<file path="src/rtl/chan_setup_pkg.sv">
package chan_setup_pkg;
    localparam int NDIR  = 4;
    localparam int DIR_W = $clog2(NDIR);

    typedef enum logic [1:0] {
        DIR_E = 2'd0,
        DIR_W_ = 2'd1,
        DIR_N = 2'd2,
        DIR_S = 2'd3
    } dir_t;

    typedef enum logic [2:0] {
        S_IDLE,
        S_ROUTE,
        S_WAIT_REPLY,
        S_RESOLVE,
        S_TRANSFER,
        S_RELEASE
    } state_t;

    function automatic logic [NDIR-1:0] dir_bit(input dir_t d);
        return NDIR'(1) << d;
    endfunction
endpackage

</file>
<file path="src/rtl/chsc_route_calc.sv">
module chsc_route_calc
    import chan_setup_pkg::*;
#(
    parameter int COORD_W = 3,
    parameter int MY_X    = 2,
    parameter int MY_Y    = 2
) (
    input  logic [COORD_W-1:0] dst_x_i,
    input  logic [COORD_W-1:0] dst_y_i,
    output dir_t               c0_o,
    output dir_t               c1_o,
    output logic               c0_v_o,
    output logic               c1_v_o,
    output logic [NDIR-1:0]    cand_o
);
    localparam logic [COORD_W-1:0] HOME_X = COORD_W'(MY_X);
    localparam logic [COORD_W-1:0] HOME_Y = COORD_W'(MY_Y);

    dir_t x_dir, y_dir;
    logic x_off, y_off;

    always_comb begin
        x_off = (dst_x_i != HOME_X);
        y_off = (dst_y_i != HOME_Y);
        x_dir = (dst_x_i > HOME_X) ? DIR_E : DIR_W_;
        y_dir = (dst_y_i > HOME_Y) ? DIR_N : DIR_S;
        if (x_off) begin
            c0_o   = x_dir;
            c0_v_o = 1'b1;
            c1_o   = y_dir;
            c1_v_o = y_off;
        end else begin
            c0_o   = y_dir;
            c0_v_o = y_off;
            c1_o   = DIR_E;
            c1_v_o = 1'b0;
        end
        cand_o = (c0_v_o ? dir_bit(c0_o) : '0) | (c1_v_o ? dir_bit(c1_o) : '0);
    end
endmodule

</file>
<file path="src/rtl/chsc_reply_track.sv">
module chsc_reply_track
    import chan_setup_pkg::*;
(
    input  logic            clk,
    input  logic            rst_n,
    input  logic            clear_i,
    input  logic            enable_i,
    input  logic [NDIR-1:0] mask_i,
    input  logic [NDIR-1:0] gnt_i,
    input  logic [NDIR-1:0] dny_i,
    output logic [NDIR-1:0] pend_o,
    output logic [NDIR-1:0] gnt_q_o,
    output logic            all_in_o
);
    logic [NDIR-1:0] ans_q, ans_nxt, gnt_q, gnt_nxt, fresh;

    always_comb begin
        fresh    = (gnt_i | dny_i) & mask_i & ~ans_q;
        ans_nxt  = ans_q | fresh;
        gnt_nxt  = gnt_q | (gnt_i & fresh);
        all_in_o = enable_i && (ans_nxt == mask_i);
        pend_o   = mask_i & ~ans_q;
        gnt_q_o  = gnt_q;
    end

    always_ff @(posedge clk or negedge rst_n) begin
        if (!rst_n) begin
            ans_q <= '0;
            gnt_q <= '0;
        end else if (clear_i) begin
            ans_q <= '0;
            gnt_q <= '0;
        end else if (enable_i) begin
            ans_q <= ans_nxt;
            gnt_q <= gnt_nxt;
        end
    end
endmodule

</file>
<file path="src/rtl/chsc_path_select.sv">
module chsc_path_select
    import chan_setup_pkg::*;
#(
    parameter int CNT_W = 3
) (
    input  dir_t                 c0_i,
    input  dir_t                 c1_i,
    input  logic                 c0_v_i,
    input  logic                 c1_v_i,
    input  logic [NDIR-1:0]      gnt_i,
    input  logic [NDIR*CNT_W-1:0] busy_i,
    output logic [NDIR-1:0]      win_o,
    output logic                 any_o
);
    logic g0, g1;
    logic [CNT_W-1:0] b0, b1;
    logic pick_c0;

    always_comb begin
        g0 = c0_v_i && gnt_i[c0_i];
        g1 = c1_v_i && gnt_i[c1_i];
        b0 = busy_i[int'(c0_i)*CNT_W +: CNT_W];
        b1 = busy_i[int'(c1_i)*CNT_W +: CNT_W];
        if (b0 < b1)       pick_c0 = 1'b1;
        else if (b0 == b1) pick_c0 = (c0_i < c1_i);
        else               pick_c0 = 1'b0;
        any_o = g0 || g1;
        if (g0 && g1)  win_o = pick_c0 ? dir_bit(c0_i) : dir_bit(c1_i);
        else if (g0)   win_o = dir_bit(c0_i);
        else if (g1)   win_o = dir_bit(c1_i);
        else           win_o = '0;
    end
endmodule

</file>
<file path="src/rtl/chan_setup_ctrl.sv">
module chan_setup_ctrl
    import chan_setup_pkg::*;
#(
    parameter int COORD_W = 3,
    parameter int CNT_W   = 3,
    parameter int MY_X    = 2,
    parameter int MY_Y    = 2
) (
    input  logic                  clk,
    input  logic                  rst_n,
    input  logic                  req_i,
    input  logic [COORD_W-1:0]    dst_x_i,
    input  logic [COORD_W-1:0]    dst_y_i,
    input  logic [NDIR-1:0]       lane_free_i,
    input  logic [NDIR*CNT_W-1:0] busy_i,
    input  logic [NDIR-1:0]       down_gnt_i,
    input  logic [NDIR-1:0]       down_dny_i,
    input  logic                  xfer_done_i,
    output logic [NDIR-1:0]       claim_o,
    output logic [NDIR-1:0]       rel_o,
    output logic [NDIR-1:0]       down_req_o,
    output logic                  up_gnt_o,
    output logic                  up_dny_o,
    output logic                  chan_active_o,
    output logic [DIR_W-1:0]      sel_dir_o
);
    state_t state_q, state_nxt;
    logic [COORD_W-1:0] dst_x_q, dst_y_q;
    logic [NDIR-1:0] held_q, held_nxt;

    dir_t c0, c1;
    logic c0_v, c1_v;
    logic [NDIR-1:0] cand, pend, gnt_q, win;
    logic all_in, any_gnt;

    chsc_route_calc #(.COORD_W(COORD_W), .MY_X(MY_X), .MY_Y(MY_Y)) route_i (
        .dst_x_i(dst_x_q), .dst_y_i(dst_y_q),
        .c0_o(c0), .c1_o(c1), .c0_v_o(c0_v), .c1_v_o(c1_v), .cand_o(cand)
    );

    chsc_reply_track reply_i (
        .clk(clk), .rst_n(rst_n),
        .clear_i(state_q == S_ROUTE), .enable_i(state_q == S_WAIT_REPLY),
        .mask_i(held_q), .gnt_i(down_gnt_i), .dny_i(down_dny_i),
        .pend_o(pend), .gnt_q_o(gnt_q), .all_in_o(all_in)
    );

    chsc_path_select #(.CNT_W(CNT_W)) select_i (
        .c0_i(c0), .c1_i(c1), .c0_v_i(c0_v), .c1_v_i(c1_v),
        .gnt_i(gnt_q), .busy_i(busy_i), .win_o(win), .any_o(any_gnt)
    );

    always_ff @(posedge clk or negedge rst_n) begin
        if (!rst_n) begin
            state_q <= S_IDLE;
            held_q  <= '0;
            dst_x_q <= '0;
            dst_y_q <= '0;
        end else begin
            state_q <= state_nxt;
            held_q  <= held_nxt;
            if (state_q == S_IDLE && req_i) begin
                dst_x_q <= dst_x_i;
                dst_y_q <= dst_y_i;
            end
        end
    end

    always_comb begin
        state_nxt     = state_q;
        held_nxt      = held_q;
        claim_o       = '0;
        rel_o         = '0;
        down_req_o    = '0;
        up_gnt_o      = 1'b0;
        up_dny_o      = 1'b0;
        chan_active_o = 1'b0;
        sel_dir_o     = '0;
        unique case (state_q)
            S_IDLE: begin
                if (req_i) state_nxt = S_ROUTE;
            end
            S_ROUTE: begin
                claim_o  = cand & lane_free_i;
                held_nxt = claim_o;
                if (claim_o == '0) begin
                    up_dny_o  = 1'b1;
                    state_nxt = S_IDLE;
                end else begin
                    state_nxt = S_WAIT_REPLY;
                end
            end
            S_WAIT_REPLY: begin
                down_req_o = pend;
                if (all_in) state_nxt = S_RESOLVE;
            end
            S_RESOLVE: begin
                if (any_gnt) begin
                    up_gnt_o  = 1'b1;
                    rel_o     = held_q & ~win;
                    held_nxt  = win;
                    state_nxt = S_TRANSFER;
                end else begin
                    up_dny_o  = 1'b1;
                    rel_o     = held_q;
                    held_nxt  = '0;
                    state_nxt = S_IDLE;
                end
            end
            S_TRANSFER: begin
                chan_active_o = 1'b1;
                for (int d = 0; d < NDIR; d++)
                    if (held_q[d]) sel_dir_o = DIR_W'(d);
                if (xfer_done_i) state_nxt = S_RELEASE;
            end
            S_RELEASE: begin
                rel_o     = held_q;
                held_nxt  = '0;
                state_nxt = S_IDLE;
            end
            default: state_nxt = S_IDLE;
        endcase
    end

    // Candidate set from the route calculator: at most two, never opposite.
    assert_cand_limit_R1: assert property (@(posedge clk) disable iff (!rst_n)
        ($countones(cand) <= 2) && !(cand[DIR_E] && cand[DIR_W_]) && !(cand[DIR_N] && cand[DIR_S]));

    // Lanes are claimed only in the cycle after a sampled request.
    assert_claim_after_req_R2: assert property (@(posedge clk) disable iff (!rst_n)
        (claim_o != '0) |-> $past(req_i));

    // An upstream grant only follows a completed reply collection.
    assert_grant_after_wait_R4: assert property (@(posedge clk) disable iff (!rst_n)
        up_gnt_o |-> ($past(state_q) == S_WAIT_REPLY));

    // Grant and deny never together.
    assert_gnt_dny_excl_R5: assert property (@(posedge clk) disable iff (!rst_n)
        !(up_gnt_o && up_dny_o));

    // The selected path is a single granted direction.
    assert_win_granted_R7: assert property (@(posedge clk) disable iff (!rst_n)
        (state_q == S_RESOLVE) |-> (((win & ~gnt_q) == '0) && $onehot0(win)));

    // Transfer holds its direction until the end of data.
    assert_hold_transfer_R8: assert property (@(posedge clk) disable iff (!rst_n)
        (state_q == S_TRANSFER && !xfer_done_i) |=> (chan_active_o && $stable(sel_dir_o)));

    // Only owned lanes are ever released.
    assert_release_owned_R10: assert property (@(posedge clk) disable iff (!rst_n)
        ((rel_o & ~held_q) == '0));
endmodule

</file>
<file path="config.mk">
export PLATFORM = sky130hd
export DESIGN_NAME = chan_setup_ctrl
export DESIGN_NICKNAME = d
export VERILOG_FILES = /design/src/rtl/chan_setup_pkg.sv /design/src/rtl/chsc_route_calc.sv /design/src/rtl/chsc_reply_track.sv /design/src/rtl/chsc_path_select.sv /design/src/rtl/chan_setup_ctrl.sv
export SDC_FILE = /design/constraint.sdc
export NUM_CORES = 1
export LEC_CHECK = 0
export BUFFER_PORTS_ARGS = -buffer_cell sky130_fd_sc_hd__buf_2
export CAP_MARGIN = 40
export CORE_UTILIZATION = 37
export DETAILED_ROUTE_END_ITERATION = 10
export GPL_ROUTABILITY_DRIVEN = 0
export HOLD_SLACK_MARGIN = 0.1
export SETUP_SLACK_MARGIN = 0.2
export SYNTH_ARGS = -nofsm -noshare
export SYNTH_HDL_FRONTEND = slang
export SYNTH_HIERARCHICAL = 1
export SYNTH_SLANG_ARGS = --single-unit
export TNS_END_PERCENT = 10
</file>
<file path="constraint.sdc">
create_clock -name clk -period 4.5 [get_ports clk]
set_input_delay 0.9 -clock clk [delete_from_list [all_inputs] [get_ports clk]]
set_output_delay 0.9 -clock clk [all_outputs]
set_load 0.02 [all_outputs]
</file>
==> Word level (Yosys, flattened, before mapping) <==
Index checks and enable logic that the tools add are counted.
{ "classes": {"n_mul": 2, "magnitude_cmp": 6, "n_eq_ne": 12, "shifts": 4, "mux": 44, "bitwise": 12, "reduce_logical": 11} }
{ "op_table": {"columns": ["operator", "n"], "rows": [
  ["12-bit by 32-bit variable part select with 3-bit output", 2],
  ["4-bit 2-to-1 mux", 14],
  ["4-bit AND", 6],
  ["4-bit bitwise OR", 4],
  ["3-bit one-hot mux with 5 select lines", 1],
  ["1-bit 2-to-1 mux", 14],
  ["2-bit 2-to-1 mux", 6],
  ["3-bit 2-to-1 mux", 4],
  ["4-bit one-hot mux with 3 select lines", 1],
  ["2-bit by 2-bit multiplier with 4-bit output, second input constant", 2],
  ["4-bit NOT", 2],
  ["4-bit one-hot mux with 2 select lines", 1],
  ["1-bit by 2-bit << shifter with 4-bit output, first input constant", 2],
  ["3-bit by 2-bit == test with 1-bit output, second input constant", 2],
  ["3-bit == test, second input constant", 2],
  ["3-bit by 2-bit > comparator with 1-bit output, second input constant", 2],
  ["2-bit by 3-bit < comparator with 1-bit output, second input constant", 2],
  ["2-bit inequality test, second input constant", 3],
  ["3-bit by 2-bit inequality test with 1-bit output, second input constant", 2],
  ["1-bit logical AND", 5],
  ["1-bit binary-select mux with 2-bit select", 2],
  ["4-bit == test", 1],
  ["4-bit logical NOT", 1],
  ["3-bit by 1-bit == test with 1-bit output, second input constant", 1],
  ["9 further kinds", 9]
]} }
{ "totals": {"reg_bits": 21, "in_bits": 34, "out_inout_bits": 17} }

==> Depth between registers and ports, before layout <==
{ "depth": {"depth_word": 14, "ltp_mapped": 13, "mapped_depth_nobuf": 12} }

==> Modules after synthesis <==
Netlist, hierarchy kept.
{ "modules_own_cells": {"columns": ["mod", "n_inst", "cells_per_inst", "area_each_um2", "seq_area_each_um2"], "rows": [
  ["chan_setup_ctrl", 1, 92, 780.7, 325.3],
  ["chsc_path_select", 1, 39, 430.4, 0.0],
  ["chsc_reply_track", 1, 43, 415.4, 200.2],
  ["chsc_route_calc", 1, 12, 77.6, 0.0]
]} }

==> Worst setup path after synthesis <==
No wires, ideal clock.
{ "synth_timing": {"kind": "register to output", "from": "register dst_x_q[2]", "to": "output port rel_o[1]", "arrival_ns": 3.043, "setup_slack_ns": 0.557, "path_stages_with_launch": 13, "cell_sequence": "dfrtp_1 or2_1 o22ai_1 buf_6 mux4_1 ha_1 nor2b_1 a221oi_1 o21a_4 o22ai_1 nand2_1 a21oi_1 nor2_1"} }
{ "synth_between": {"elab_chain_len": 14, "word_cells_on_any_way": 34, "cone_classes": "mul: 2; order compare: 3; eq/ne: 2; shift: 4; mux: 17; bitwise: 2; reduce/logical: 4"} }
{ "synth_rtl": {"columns": ["element", "line", "text"], "rows": [
  ["start, declared", "chan_setup_ctrl.sv:28", "logic [COORD_W-1:0] dst_x_q, dst_y_q;"],
  ["start signal, assigned", "chan_setup_ctrl.sv:63", "dst_x_q <= dst_x_i;"],
  ["3-bit by 2-bit > comparator with 1-bit output", "chsc_route_calc.sv:25", "x_dir = (dst_x_i > HOME_X) ? DIR_E : DIR_W_;"],
  ["1-bit 2-to-1 mux", "chsc_route_calc.sv:25", null],
  ["2-bit 2-to-1 mux (*)", "chsc_route_calc.sv:27", "if (x_off) begin"],
  ["net c0[0]", "chan_setup_ctrl.sv:31", "dir_t c0, c1;"],
  ["parallel branches: the longest is 6 deep, another holds 2-bit by 2-bit multiplier with 4-bit output", null, null],
  ["4-bit 2-to-1 mux (*)", "chsc_path_select.sv:28", "if (g0 && g1) win_o = pick_c0 ? dir_bit(c0_i) : dir_bit(c1_i);"],
  ["net win[1]", "chan_setup_ctrl.sv:33", "logic [NDIR-1:0] cand, pend, gnt_q, win;"],
  ["4-bit NOT (*)", "chan_setup_ctrl.sv:100", "rel_o = held_q & ~win;"],
  ["4-bit AND (*)", "chan_setup_ctrl.sv:100", null],
  ["4-bit 2-to-1 mux (*)", "chan_setup_ctrl.sv:98", "if (any_gnt) begin"],
  ["4-bit one-hot mux with 2 select lines (*)", "chan_setup_ctrl.sv:79", "unique case (state_q)"],
  ["end, declared", "chan_setup_ctrl.sv:20", "output logic [NDIR-1:0] rel_o,"]
]} }
Mark *: on every way through the listed nets, which the timed path passes. The select of a mux whose other input is x is not followed.

==> Worst setup path in the final report <==
{ "layout_timing": {"from": "register dst_x_q[2]", "to": "output port rel_o[3]"} }
The elaborated chain is that of the path after synthesis.

==> flow_summary.ini <==
[die]
die_w_um = 69.87
rows = 24
initial_utilization_pct = 38.87
io_pins = 51
core_um2 = 4384
die-area_um2 = 4881
die_height_um = 69.87

[hold_path]
min_path_cells = 2
hold_end = reply_i/gnt_q_o[3]
holdCritPathClass = reg -> reg
worstHoldStart = reply_i/gnt_q_o[3]

[synth]
synth_cell_types = 48
yosysMostFrequentCell = nor2_1
netlist_top_cells_count = 22 x nor2_1, 21 x dfrtp_1, 19 x nand2_1, 16 x inv_1, 11 x a21oi_1
yosys.area.top_type_share_pct = 30.84
syn_nets = 224
avgSynthCellArea_um2 = 9.162
synth.ff_latch_count = 21
synthFlopType = dfrtp_1
synth_area_leaders = dfrtp_1 31%, mux4_1 6.2%, mux4_2 5.3%
yosysSeqAreaShare_pct = 30.84
syn_area_um2 = 1704
synthCells = 186
synth_edf_count = 0
synth_top_area_cell = dfrtp_1
synth_async_sr_flop_share_pct = 100.0
synth_warnings = 6

[cts]
clock_path_buffers = 2
htreeDepth = 1
cts.clk_slew.worst_paths_ps = 80
postCtsHoldBufs = 0
root_buffer = clkbuf_8
clkSinkCount = 21
cts_tree = built
clock_latency_ps = 260
cts_buffers = 3

[setup_path]
timing.rr.end = held_q[2]
worstPathMaxFanout = 5
timing.rr.start = dst_x_q[2]
critPathKind = reg -> out
r2r_cells = 13
ff2ff_setup_slack_ps = 1380
end_kind = primary output
cp.arrival_ps = 3360
cp.required_ps = 3600
start_kind = flip-flop

[cells_and_area]
final_nets = 282
final_core_util_pct = 51.37
synthToLayoutAreaGrowth_pct = 32.16
drive_gt1_share_pct = 43.62
fillers = 448
num_antenna_cells = 0

[power]
p_int_w = 0.0008596
p_sw_w = 0.0007529
combPwrFrac_pct = 67.9
p_leak_nw = 1.027
power.density_nw_per_um2 = 716.0
power.share.clock_pct = 7.6
swShare_pct = 46.69
seq_power_share_pct = 24.5
ir_drop_v = 0.0002105

[sta]
slew_headroom_pct = 49.69
final.period_utilization_pct = 94.66
rsz0062_at_grt = yes
drv_slew = 0
fin_crit_ps = 4260
final-hold-violation-count = 0
skew_ps = 3.764
fmax_ghz = 0.2348
report.final.setup_viol = 0
finalSetupTns_ps = 0
worst_pin_slew_ps = 750.5

[status]
outcome = finished, final reports clean

[route]
wire_per_inst_um = 15.14
viasPerCell = 5.454
ant_nets = 0
firstDrtPassIters = 4
drc_errors = 0
via_count = 1609
drt-total-wl_mm = 4.465
drt_iter0_drc = 50

[global_routing]
grt_pass1_wl_mm = 6.927
grt_max_degree = 22
grt_use_total_pct = 17.61
first_global_vias = 1474
antenna_found_initial = 0
grt-ovfl-total = 0

[run]
drv_cap = 0

[placement]
place.port_buffers = 50
place_hpwl_mm = 3.143
-- cell type report --
type / instances / area, um2 / share of cell area, %
clock buffer: 3 / 41.29 / 1.833
inverter: 16 / 63.81 / 2.833
tap: 52 / 65.06 / 2.889
multi-input combinational: 141 / 1206 / 53.56
timing repair buffer: 61 / 342.8 / 15.22
sequential: 21 / 528.0 / 23.44
clock inverter: 1 / 5.005 / 0.2222
-- what timing repair did --
| action | CTS | global route |
|---|---|---|
| setup buffers | 0 | 8 |
| endpoints found under the setup margin | 4 | 4 |
| pin swaps | 3 | 10 |
| resized for setup | 10 | 19 |
| cloned | 0 | 0 |
-- sequential cells by signal, summed over array words and instances, names as in the netlist --
name / count
state_q: 3
reply_i/ans_q: 4
held_q: 4
dst_x_q: 3
reply_i/gnt_q_o: 4
dst_y_q: 3
-- power groups by stage --
stage	Clock [W]	Sequential, W	Combinational (W)
after floorplan	0	0.000340	0.000678
after global placement	0	0.000388	0.000790
after detailed placement	0	0.000390	0.000794
after CTS	0.000128	0.000389	0.000906
after global routing	0.000135	0.000414	0.00118
final	0.000123	0.000395	0.00109
-- logic make-up after synthesis --
kind of cell | Yosys count | share of synthesized area (%)
adders and majority gates | 4 | 2.937
and+or+nand+nor | 79 | 26.43
DFF | 21 | 30.84
muxes | 14 | 15.42
buffers and inverters | 24 | 6.681
AOI/OAI and AO/OA | 44 | 17.69
-- layout by cell type, fill, tap and decap left out, types with 2 or more instances in the layout --
cell,instances
buf_6,2
dfrtp_2,2
nor2b_1,6
o211ai_1,5
clkbuf_8,3
dfrtp_1,19
and2_1,4
nand3_1,5
mux2_2,6
a31oi_1,4
buf_4,10
mux4_1,2
nor2_1,21
ha_1,2
nand4_1,3
nand2_1,19
a22o_1,4
nand2b_1,2
o22ai_2,4
nor4b_1,2
ha_4,2
or3_1,2
mux4_2,6
o311ai_4,2
inv_1,15
o21ai_0,4
buf_2,49
a21oi_1,9
-- worst max path at each step --
| stage | from | endpoint | slack (ps) | cells after the start |
|---|---|---|---|---|
| 2_1_floorplan | dst_x_q[2] | rel_o[1] | 560 | 12 |
| 3_3_place_gp | dst_x_q[2] | rel_o[3] | 260 | 12 |
| 3_5_place_dp | dst_x_q[2] | rel_o[3] | 170 | 12 |
| 4_1_cts | dst_x_q[2] | rel_o[1] | 210 | 12 |
| 5_1_grt | dst_x_q[2] | rel_o[3] | 130 | 14 |
| 6_report | dst_x_q[2] | rel_o[3] | 240 | 14 |
-- per-stage QoR --
| stage | setup WS [ps] | hold slack, ps | power (W) | area [um2] | std cells |
|---|---|---|---|---|---|
| after floorplan | 557.2 | 473.6 | 0.001018 | 1704 | 186 |
| after global placement | 261.1 | 498.8 | 0.001178 | 1988 | 283 |
| after detailed placement | 171.1 | 510.2 | 0.001184 | 1988 | 283 |
| after CTS | 210.1 | 528.0 | 0.001423 | 2091 | 287 |
| after global routing | 125.5 | 579.3 | 0.001733 | 2252 | 295 |
| final | 240.4 | 528.8 | 0.001612 | 2252 | 295 |
-- metal layers --
metal	track usage, %	up-vias	share of wire, %
met2	28.74	32	48
met3	1.154	4	2.7
met5	0	-	0
li1	-	793	-
met1	25.07	780	48
met4	5.333	0	1.0
-- critical path, cell delays in order (launching register included) --
cell and delay, ps:
dfrtp_2 450, or2_4 270, o22ai_4 140, buf_6 150, mux4_1 560, inv_1 80
ha_1 150, nor2b_1 70, a221oi_4 390, o311ai_4 170, o22ai_2 240, nand2_1 80
a21oi_1 160, nor2_1 50, buf_2 150
(Power assumes the default switching activity.)
